### src/rtl/irq_agg_pkg.sv
// Package: fixed bit positions of the status word and the write-target code.
// Assumes a 32-bit status word with the four summary sources in bits 3:0.
package irq_agg_pkg;
    localparam int STAT_W    = 32;
    localparam int N_TOP     = 4;
    localparam int POS_BUS   = 0;
    localparam int POS_XFER  = 1;
    localparam int POS_ATT   = 2;
    localparam int POS_WAKE  = 3;
    localparam int POS_SETUP = 31;

    typedef enum logic {
        SEL_STATUS = 1'b0,
        SEL_ENABLE = 1'b1
    } wr_target_e;
endpackage

### src/rtl/irq_w1c_bit.sv
// One sticky status bit: a set pulse raises it, a clear request lowers it.
// Assumes set and clear are already decoded; set has priority over clear.
module irq_w1c_bit (
    input  logic clk,
    input  logic rst_n,
    input  logic set_i,
    input  logic clr_i,
    output logic q_o
);
    logic q_q;

    // Hold the flag; set wins over clear.
    always_ff @(posedge clk) begin
        if (!rst_n)     q_q <= 1'b0;
        else if (set_i) q_q <= 1'b1;
        else if (clr_i) q_q <= 1'b0;
    end

    assign q_o = q_q;


    set_wins_chk: assert property (@(posedge clk) disable iff (!rst_n)
        set_i |=> q_o);

    clr_lowers_chk: assert property (@(posedge clk) disable iff (!rst_n)
        (clr_i && !set_i) |=> !q_o);

    idle_holds_chk: assert property (@(posedge clk) disable iff (!rst_n)
        (!clr_i && !set_i) |=> $stable(q_o));
endmodule

### src/rtl/irq_clear_map.sv
// Decodes a status write into per-bit clear requests, including the linked
// clears between the summary bit, the endpoint bits and the setup bit.
// Assumes wr_stat_i is already qualified by the write strobe and target.
module irq_clear_map
    import irq_agg_pkg::*;
#(
    parameter int NUM_EP  = 8,
    parameter int EP_BASE = 16
) (
    input  logic              wr_stat_i,
    input  logic [STAT_W-1:0] wr_data_i,
    output logic [N_TOP-1:0]  clr_top_o,
    output logic [NUM_EP-1:0] clr_ep_o,
    output logic              clr_setup_o
);
    localparam logic [STAT_W-1:0] EP_MASK   = ((STAT_W'(1) << NUM_EP) - STAT_W'(1)) << EP_BASE;
    localparam logic [STAT_W-1:0] USED_MASK = EP_MASK | (STAT_W'(1) << POS_SETUP)
                                            | ((STAT_W'(1) << N_TOP) - STAT_W'(1));

    logic any_ep_hit;
    logic unused_wr_bits;

    // Fold data bits that have no meaning so every input bit is consumed.
    assign unused_wr_bits = ^(wr_data_i & ~USED_MASK);
    assign any_ep_hit     = |(wr_data_i & EP_MASK);

    // Per-source clear requests with the linked summary paths.
    always_comb begin
        clr_top_o           = '0;
        clr_top_o[POS_BUS]  = wr_stat_i & wr_data_i[POS_BUS];
        clr_top_o[POS_XFER] = wr_stat_i & (wr_data_i[POS_XFER] | wr_data_i[POS_SETUP] | any_ep_hit);
        clr_top_o[POS_ATT]  = wr_stat_i & wr_data_i[POS_ATT];
        clr_top_o[POS_WAKE] = wr_stat_i & wr_data_i[POS_WAKE];
        clr_setup_o         = wr_stat_i & wr_data_i[POS_SETUP];
    end

    // Endpoint clears: own position, or the summary position.
    for (genvar i = 0; i < NUM_EP; i++) begin : g_ep_clr
        assign clr_ep_o[i] = wr_stat_i & (wr_data_i[EP_BASE+i] | wr_data_i[POS_XFER]);
    end
endmodule

### src/rtl/irq_enable_gate.sv
// Enable register for the four summary sources and the registered request.
// Assumes the summary status bits arrive straight from their flip-flops.
module irq_enable_gate
    import irq_agg_pkg::*;
(
    input  logic             clk,
    input  logic             rst_n,
    input  logic             wr_en_i,
    input  logic [N_TOP-1:0] wr_bits_i,
    input  logic [N_TOP-1:0] top_stat_i,
    output logic [N_TOP-1:0] en_o,
    output logic             irq_o
);
    logic [N_TOP-1:0] en_q;
    logic             irq_q;

    // Load the enable word on an enable write.
    always_ff @(posedge clk) begin
        if (!rst_n)       en_q <= '0;
        else if (wr_en_i) en_q <= wr_bits_i;
    end

    // Register the gated OR of the summary flags.
    always_ff @(posedge clk) begin
        if (!rst_n) irq_q <= 1'b0;
        else        irq_q <= |(top_stat_i & en_q);
    end

    assign en_o  = en_q;
    assign irq_o = irq_q;


    irq_rise_chk: assert property (@(posedge clk) disable iff (!rst_n)
        (|(top_stat_i & en_o)) |=> irq_o);

    irq_quiet_chk: assert property (@(posedge clk) disable iff (!rst_n)
        !(|(top_stat_i & en_o)) |=> !irq_o);

    en_hold_chk: assert property (@(posedge clk) disable iff (!rst_n)
        !wr_en_i |=> $stable(en_o));
endmodule

### src/rtl/irq_event_agg.sv
// Top: collects event pulses into a write-one-to-clear status word, holds the
// enable word and drives one interrupt request.
// Assumes event inputs are single-cycle pulses in the clk domain and that
// EP_BASE + NUM_EP does not reach the setup bit.
module irq_event_agg
    import irq_agg_pkg::*;
#(
    parameter int NUM_EP  = 8,
    parameter int EP_BASE = 16
) (
    input  logic              clk,
    input  logic              rst_n,
    input  logic              ev_bus_i,
    input  logic              ev_xfer_i,
    input  logic              ev_attach_i,
    input  logic              ev_wake_i,
    input  logic [NUM_EP-1:0] ev_ep_i,
    input  logic              ev_setup_i,
    input  logic              wr_en_i,
    input  logic              wr_sel_i,
    input  logic [STAT_W-1:0] wr_data_i,
    output logic [STAT_W-1:0] status_o,
    output logic [N_TOP-1:0]  enable_o,
    output logic              irq_o
);
    logic              wr_stat, wr_en_reg;
    logic [N_TOP-1:0]  set_top, clr_top, top_q;
    logic [NUM_EP-1:0] clr_ep, ep_q;
    logic              clr_setup, setup_q;

    assign wr_stat   = wr_en_i && (wr_target_e'(wr_sel_i) == SEL_STATUS);
    assign wr_en_reg = wr_en_i && (wr_target_e'(wr_sel_i) == SEL_ENABLE);
    assign set_top   = {ev_wake_i, ev_attach_i, ev_xfer_i, ev_bus_i};

    irq_clear_map #(.NUM_EP(NUM_EP), .EP_BASE(EP_BASE)) i_clr (
        .wr_stat_i  (wr_stat),
        .wr_data_i  (wr_data_i),
        .clr_top_o  (clr_top),
        .clr_ep_o   (clr_ep),
        .clr_setup_o(clr_setup)
    );

    for (genvar t = 0; t < N_TOP; t++) begin : g_top
        irq_w1c_bit i_bit (.clk(clk), .rst_n(rst_n), .set_i(set_top[t]),
                           .clr_i(clr_top[t]), .q_o(top_q[t]));
    end

    for (genvar e = 0; e < NUM_EP; e++) begin : g_ep
        irq_w1c_bit i_bit (.clk(clk), .rst_n(rst_n), .set_i(ev_ep_i[e]),
                           .clr_i(clr_ep[e]), .q_o(ep_q[e]));
    end

    irq_w1c_bit i_setup (.clk(clk), .rst_n(rst_n), .set_i(ev_setup_i),
                         .clr_i(clr_setup), .q_o(setup_q));

    irq_enable_gate i_gate (
        .clk       (clk),
        .rst_n     (rst_n),
        .wr_en_i   (wr_en_reg),
        .wr_bits_i (wr_data_i[N_TOP-1:0]),
        .top_stat_i(top_q),
        .en_o      (enable_o),
        .irq_o     (irq_o)
    );

    // Assemble the status word; undefined positions stay 0.
    always_comb begin
        status_o                          = '0;
        status_o[N_TOP-1:0]               = top_q;
        status_o[EP_BASE +: NUM_EP]       = ep_q;
        status_o[POS_SETUP]               = setup_q;
    end


    setup_drops_xfer_chk: assert property (@(posedge clk) disable iff (!rst_n)
        (wr_stat && wr_data_i[POS_SETUP] && !ev_xfer_i) |=> !status_o[POS_XFER]);

    xfer_wipes_ep_chk: assert property (@(posedge clk) disable iff (!rst_n)
        (wr_stat && wr_data_i[POS_XFER] && !(|ev_ep_i)) |=> (status_o[EP_BASE +: NUM_EP] == '0));

    setup_kept_chk: assert property (@(posedge clk) disable iff (!rst_n)
        (status_o[POS_SETUP] && !(wr_stat && wr_data_i[POS_SETUP])) |=> status_o[POS_SETUP]);

    stat_untouched_chk: assert property (@(posedge clk) disable iff (!rst_n)
        (wr_en_reg && !ev_bus_i && !ev_xfer_i && !ev_attach_i && !ev_wake_i
         && !(|ev_ep_i) && !ev_setup_i) |=> $stable(status_o));
endmodule

### config.mk
export PLATFORM = sky130hd
export DESIGN_NAME = irq_event_agg
export DESIGN_NICKNAME = d
export VERILOG_FILES = /design/src/rtl/irq_agg_pkg.sv /design/src/rtl/irq_w1c_bit.sv /design/src/rtl/irq_clear_map.sv /design/src/rtl/irq_enable_gate.sv /design/src/rtl/irq_event_agg.sv
export SDC_FILE = /design/constraint.sdc
export NUM_CORES = 1
export LEC_CHECK = 0
export ABC_AREA = 1
export BUFFER_PORTS_ARGS = -buffer_cell sky130_fd_sc_hd__buf_4
export CAP_MARGIN = 10
export CORE_MARGIN = 4
export CORE_UTILIZATION = 36
export CTS_CLUSTER_DIAMETER = 100
export DETAILED_ROUTE_END_ITERATION = 12
export GPL_ROUTABILITY_DRIVEN = 0
export PLACE_DENSITY = 0.78
export SLEW_MARGIN = 10
export SYNTH_ARGS = -nofsm -noshare
export SYNTH_HDL_FRONTEND = slang
export SYNTH_SLANG_ARGS = --single-unit
### constraint.sdc
create_clock -name clk -period 0.8 [get_ports clk]
set_input_delay 0.08 -clock clk [delete_from_list [all_inputs] [get_ports clk]]
set_output_delay 0.08 -clock clk [all_outputs]
set_load 0.01 [all_outputs]
# Word-level counts from Yosys, hierarchy flattened
# Cells that the tools add are included.
[op_classes] n_addsub=0 multipliers=0 div=0 magnitude_cmp=0 n_eq_ne=0 shift=0 muxes=26 bitwise_logic=25 n_reduce_logical=17
[ops] operator="$mux 1" n=26
[ops] operator="$reduce_bool 2->1" n=13
[ops] operator="$and 1x1->1" n=13
[ops] operator="$or 1x1->1" n=10
[ops] operator="$reduce_or 8->1" n=1
[ops] operator="$and 4x4->4" n=1
[ops] operator="$reduce_or 4->1" n=1
[ops] operator="$logic_and 1x1->1" n=2
[ops] operator="$not 1->1" n=1
[word_totals] register_bits=18 latch_bits=0 ram_bits=0 rom_bits=0 in_bits=49 output_inout_bits=37 mem_count=0

# Longest topological paths before layout
[logic_depth] word_depth=5 depth_mapped=7

# Modules after synthesis
# Synthesis repeated with hierarchy kept, for this count alone.
[hier_totals] cells_unflattened=164 hier_area_um2=1079.8
[modules_own_cells] mod="irq_w1c_bit" n_inst=13 cells_per_inst=6 area_each_um2=43.8 seq_area_each_um2=20.0
[modules_own_cells] mod="irq_enable_gate" n_inst=1 cells_per_inst=27 area_each_um2=187.7 seq_area_each_um2=100.1
[modules_own_cells] mod="irq_event_agg" n_inst=1 cells_per_inst=25 area_each_um2=171.4 seq_area_each_um2=0.0
[modules_own_cells] mod="irq_clear_map" n_inst=1 cells_per_inst=34 area_each_um2=151.4 seq_area_each_um2=0.0

# Worst setup path before layout
# No wires, ideal clock.
[synth_timing] kind="register to register" start="register i_gate.en_q[0] (netlist: i_gate.en_o[0])" end="register i_gate.irq_q (netlist: i_gate.irq_o)" setup_ps=81 arrival_time_ps=605 required_time_ps=719 slack_ps=114 path_stages_with_launch=3 path_buffers=0 synth_period_minus_slack_ps=686 path_cell_list="dfxtp_1 > nand2_1 > a41oi_1"
[synth_via] elab_chain_cells=2
[synth_rtl] item="from (decl)" line_no="irq_enable_gate.sv:14" text="logic [N_TOP-1:0] en_q;"
[synth_rtl] item="from (signal assigned)" line_no="irq_enable_gate.sv:20" text="else if (wr_en_i) en_q <= wr_bits_i;"
[synth_rtl] item="$and 4x4->4" line_no="irq_enable_gate.sv:26" text="else irq_q <= |(top_stat_i & en_q);"
[synth_rtl] item="$reduce_or 4->1" line_no="irq_enable_gate.sv:26"
[synth_rtl] item="to (signal assigned)" line_no="irq_enable_gate.sv:26"
[synth_rtl] item="to (decl)" line_no="irq_enable_gate.sv:15" text="logic irq_q;"
# Every way passes these cells.
# A chain may end at the register's enable or synchronous reset.

# Worst setup path in the final report
[layout_timing] start="register i_gate.en_q[2] (netlist: i_gate.en_o[2])" end="output port enable_o[2]"
[layout_lines] item="to (decl)" line_no="irq_event_agg.sv:23" text="output logic [N_TOP-1:0] enable_o,"
# No word-level cell between the ends.

==> flow_summary.json <==
{
  "status": "finished with violations",
  "violations": "negative hold slack, negative setup slack",
  "wl_per_cell_um": 11.69,
  "holdWs_ns": -0.01011,
  "r2r_slack_ns": 0,
  "coreArea_um2": 2500,
  "hold_depth": 3,
  "cts_tree": "yes",
  "ant_nets": 0,
  "leakage_nw": 0.7401,
  "htreeDepth": 1,
  "dp_hpwl_um": 1716,
  "critical-path-max-stage-delay_ns": 0.37,
  "fp-row-count": 18,
  "reg2reg_to": "g_top[1].i_bit.q_o",
  "min_path_type": "in -> reg",
  "nets": 235,
  "min-delay-start": "ev_ep_i[6]",
  "synthCells": 126,
  "antenna_found_initial": 0,
  "clock_sinks": 18,
  "cp_top_family": "flip-flops",
  "startpoint_type": "flop",
  "dp.cells": 193,
  "synth.largest_area_cell": "dfxtp_1",
  "grt_max_degree": 11,
  "design_area_um2": 1486,
  "worstPathCellList": "buf_6",
  "ys_types": 15,
  "area_growth_syn_to_layout_pct": 57.35,
  "ys_seq_area_share_pct": 38.15,
  "path_buf_inv": 1,
  "finalSetupTns_ns": -0.4590,
  "num_vias": 938,
  "fmax_mhz": 1193,
  "io_pins": 86,
  "final_util_pct": 59.46,
  "multi_input_area_um2": 372.9,
  "pre_cts_ws_ns": -0.09291,
  "crit_type": "reg -> out",
  "antenna_cells": 0,
  "firstDrtPassIters": 4,
  "die_w_um": 59.23,
  "overflow": 0,
  "clock_latency_ns": 0.29,
  "fin_crit_ns": 0.8382,
  "reg2reg_depth": 5,
  "post-route-period-util_pct": 104.8,
  "drc_errors": 0,
  "arrival_ns": 0.76,
  "yosys_warnings": 0,
  "start_util_pct": 37.79,
  "drt-total-wl_um": 2514,
  "vdd_ir_drop_max_uv": 938.6,
  "fin_cells": 215,
  "cts_buffers": 3,
  "synth_top_area_share_pct": 38.15,
  "synth-seq-cells": 18,
  "fp.dieH_um": 59.23,
  "pwr_density_cell_nw_per_um2": 1463,
  "setup-violations-final": 19,
  "clkSlewWorstSetupHoldPaths_ns": 0.11,
  "final.setup.worst_slack_ns": -0.03823,
  "grt_first_pass_wirelength_um": 3781,
  "ys_top_cells_by_area": "dfxtp_1 38%, buf_4 25%, nor2_1 9.1%, a21oi_1 6.9%, nand2_1 4.4%",
  "skew_ns": 0.0009133,
  "synth_area_um2": 944.7,
  "clockBufferDepth": 2,
  "grt_use_total_pct": 14.09,
  "dpl_cell_area_um2": 1191,
  "grt_pass1_vias": 925,
  "cp.required_ns": 0.72,
  "slowest_stage": "dfxtp_2",
  "viasPerCell": 4.363,
  "die_area_um2": 3508,
  "min_to": "g_ep[6].i_bit.q_o",
  "fillers": 239,
  "drive_gt1_share_pct": 48.11,
  "cp_max_fo": 3,
  "root_buffer": "clkbuf_4",
  "rsz0062_at_grt": "true",
  "endpoint_kind": "output pin",
  "maxCapViolations": 0,
  "drv_slew": 0,
  "avgSynthCellArea_um2": 7.497,
  "drt_iter0_drc": 29,
  "finalHoldViolations": 1,
  "io_buffers": 47,
  "seqCellArea_um2": 382.9,
  "rr_startpoint": "g_top[1].i_bit.q_o"
}
cell families (layout without fill, tap and decap cells):
kind of cell,Yosys count,after routing,share of synthesized area (%)
other,1,19,0.3970
flip-flops,18,18,38.15
buffers and inverters,43,84,30.73
AND/OR/NAND/NOR,35,35,14.17
AO/OA/AOI/OAI,29,29,16.56
per-layer routing:
layer | share of wire, % | up-vias | track usage, %
met5 | 0 | - | 0
met4 | 1.2 | 0 | 5.825
met3 | 9.2 | 4 | 2.397
met2 | 54 | 44 | 25.74
met1 | 36 | 425 | 15.87
li1 | - | 465 | -
cell type report:
| class | instances | area share [%] |
|---|---|---|
| repair buffers | 71 | 41.92 |
| flip-flops and latches | 18 | 25.76 |
| multi-input cells | 83 | 25.08 |
| well taps | 30 | 2.525 |
| clock buffers | 4 | 2.441 |
| inverters | 9 | 2.273 |
how the worst max path moves through the flow:
stage	from	endpoint	slack (ns)	cells after the start
2_1_floorplan	i_gate.en_o[0]	i_gate.irq_o	0.11	2
3_3_place_gp	wr_sel_i	g_top[1].i_bit.q_o	-0.09	8
3_5_place_dp	wr_sel_i	g_top[1].i_bit.q_o	-0.09	8
4_1_cts	i_gate.en_o[2]	enable_o[2]	-0.04	1
5_1_grt	i_gate.en_o[2]	enable_o[2]	-0.07	1
6_report	i_gate.en_o[2]	enable_o[2]	-0.04	1
power by group:
group	leakage (nW)	switching (mW)	internal, mW
Sequential	0.155	0.0442	0.973
Combinational	0.565	0.246	0.337
Clock	0.0210	0.297	0.277
stage by stage:
stage / power [mW] / hold WS (ns)
global route: 2.279 / 0.006494
detailed placement: 1.469 / 0.2925
floorplan: 1.333 / 0.1974
finish: 2.175 / -0.01011
global placement: 1.462 / 0.2843
CTS: 2.172 / 0.001284
cell usage in the layout (no fill, tap or decap), types with 7 or more instances in the layout:
cell type and instances:
buf_4 44, nor2_1 23, conb_1 19, dfxtp_2 18
buf_6 18, a21oi_1 13, nand2_1 11, inv_1 9
dlygate4sd3_1 9, o21ai_0 7
sequential cells by signal (all words and copies together) (netlist names):
| register | count |
|---|---|
| g_ep.i_bit.q_o | 8 |
| g_top.i_bit.q_o | 4 |
| i_gate.en_o | 4 |
| i_setup.q_o | 1 |
| i_gate.irq_o | 1 |
Yosys cell counts:
cell type / instances
o21ai_1: 5
a21oi_2: 1
conb_1: 1
dfxtp_1: 18
o21ai_0: 8
a41oi_1: 1
buf_6: 1
a21oi_1: 13
inv_1: 9
buf_4: 32
nor2_1: 23
nor2_2: 1
buf_2: 1
o21ai_2: 1
nand2_1: 11
repair_timing:
item                                    CTS  global route
hold buffers                              9             0
endpoints found under the hold margin     9             0
resized for setup                        35             4
endpoints found under the setup margin   18            21
pin swaps                                 1             1
buffers inserted                          9             0
Power figures use the tool's default switching activity.
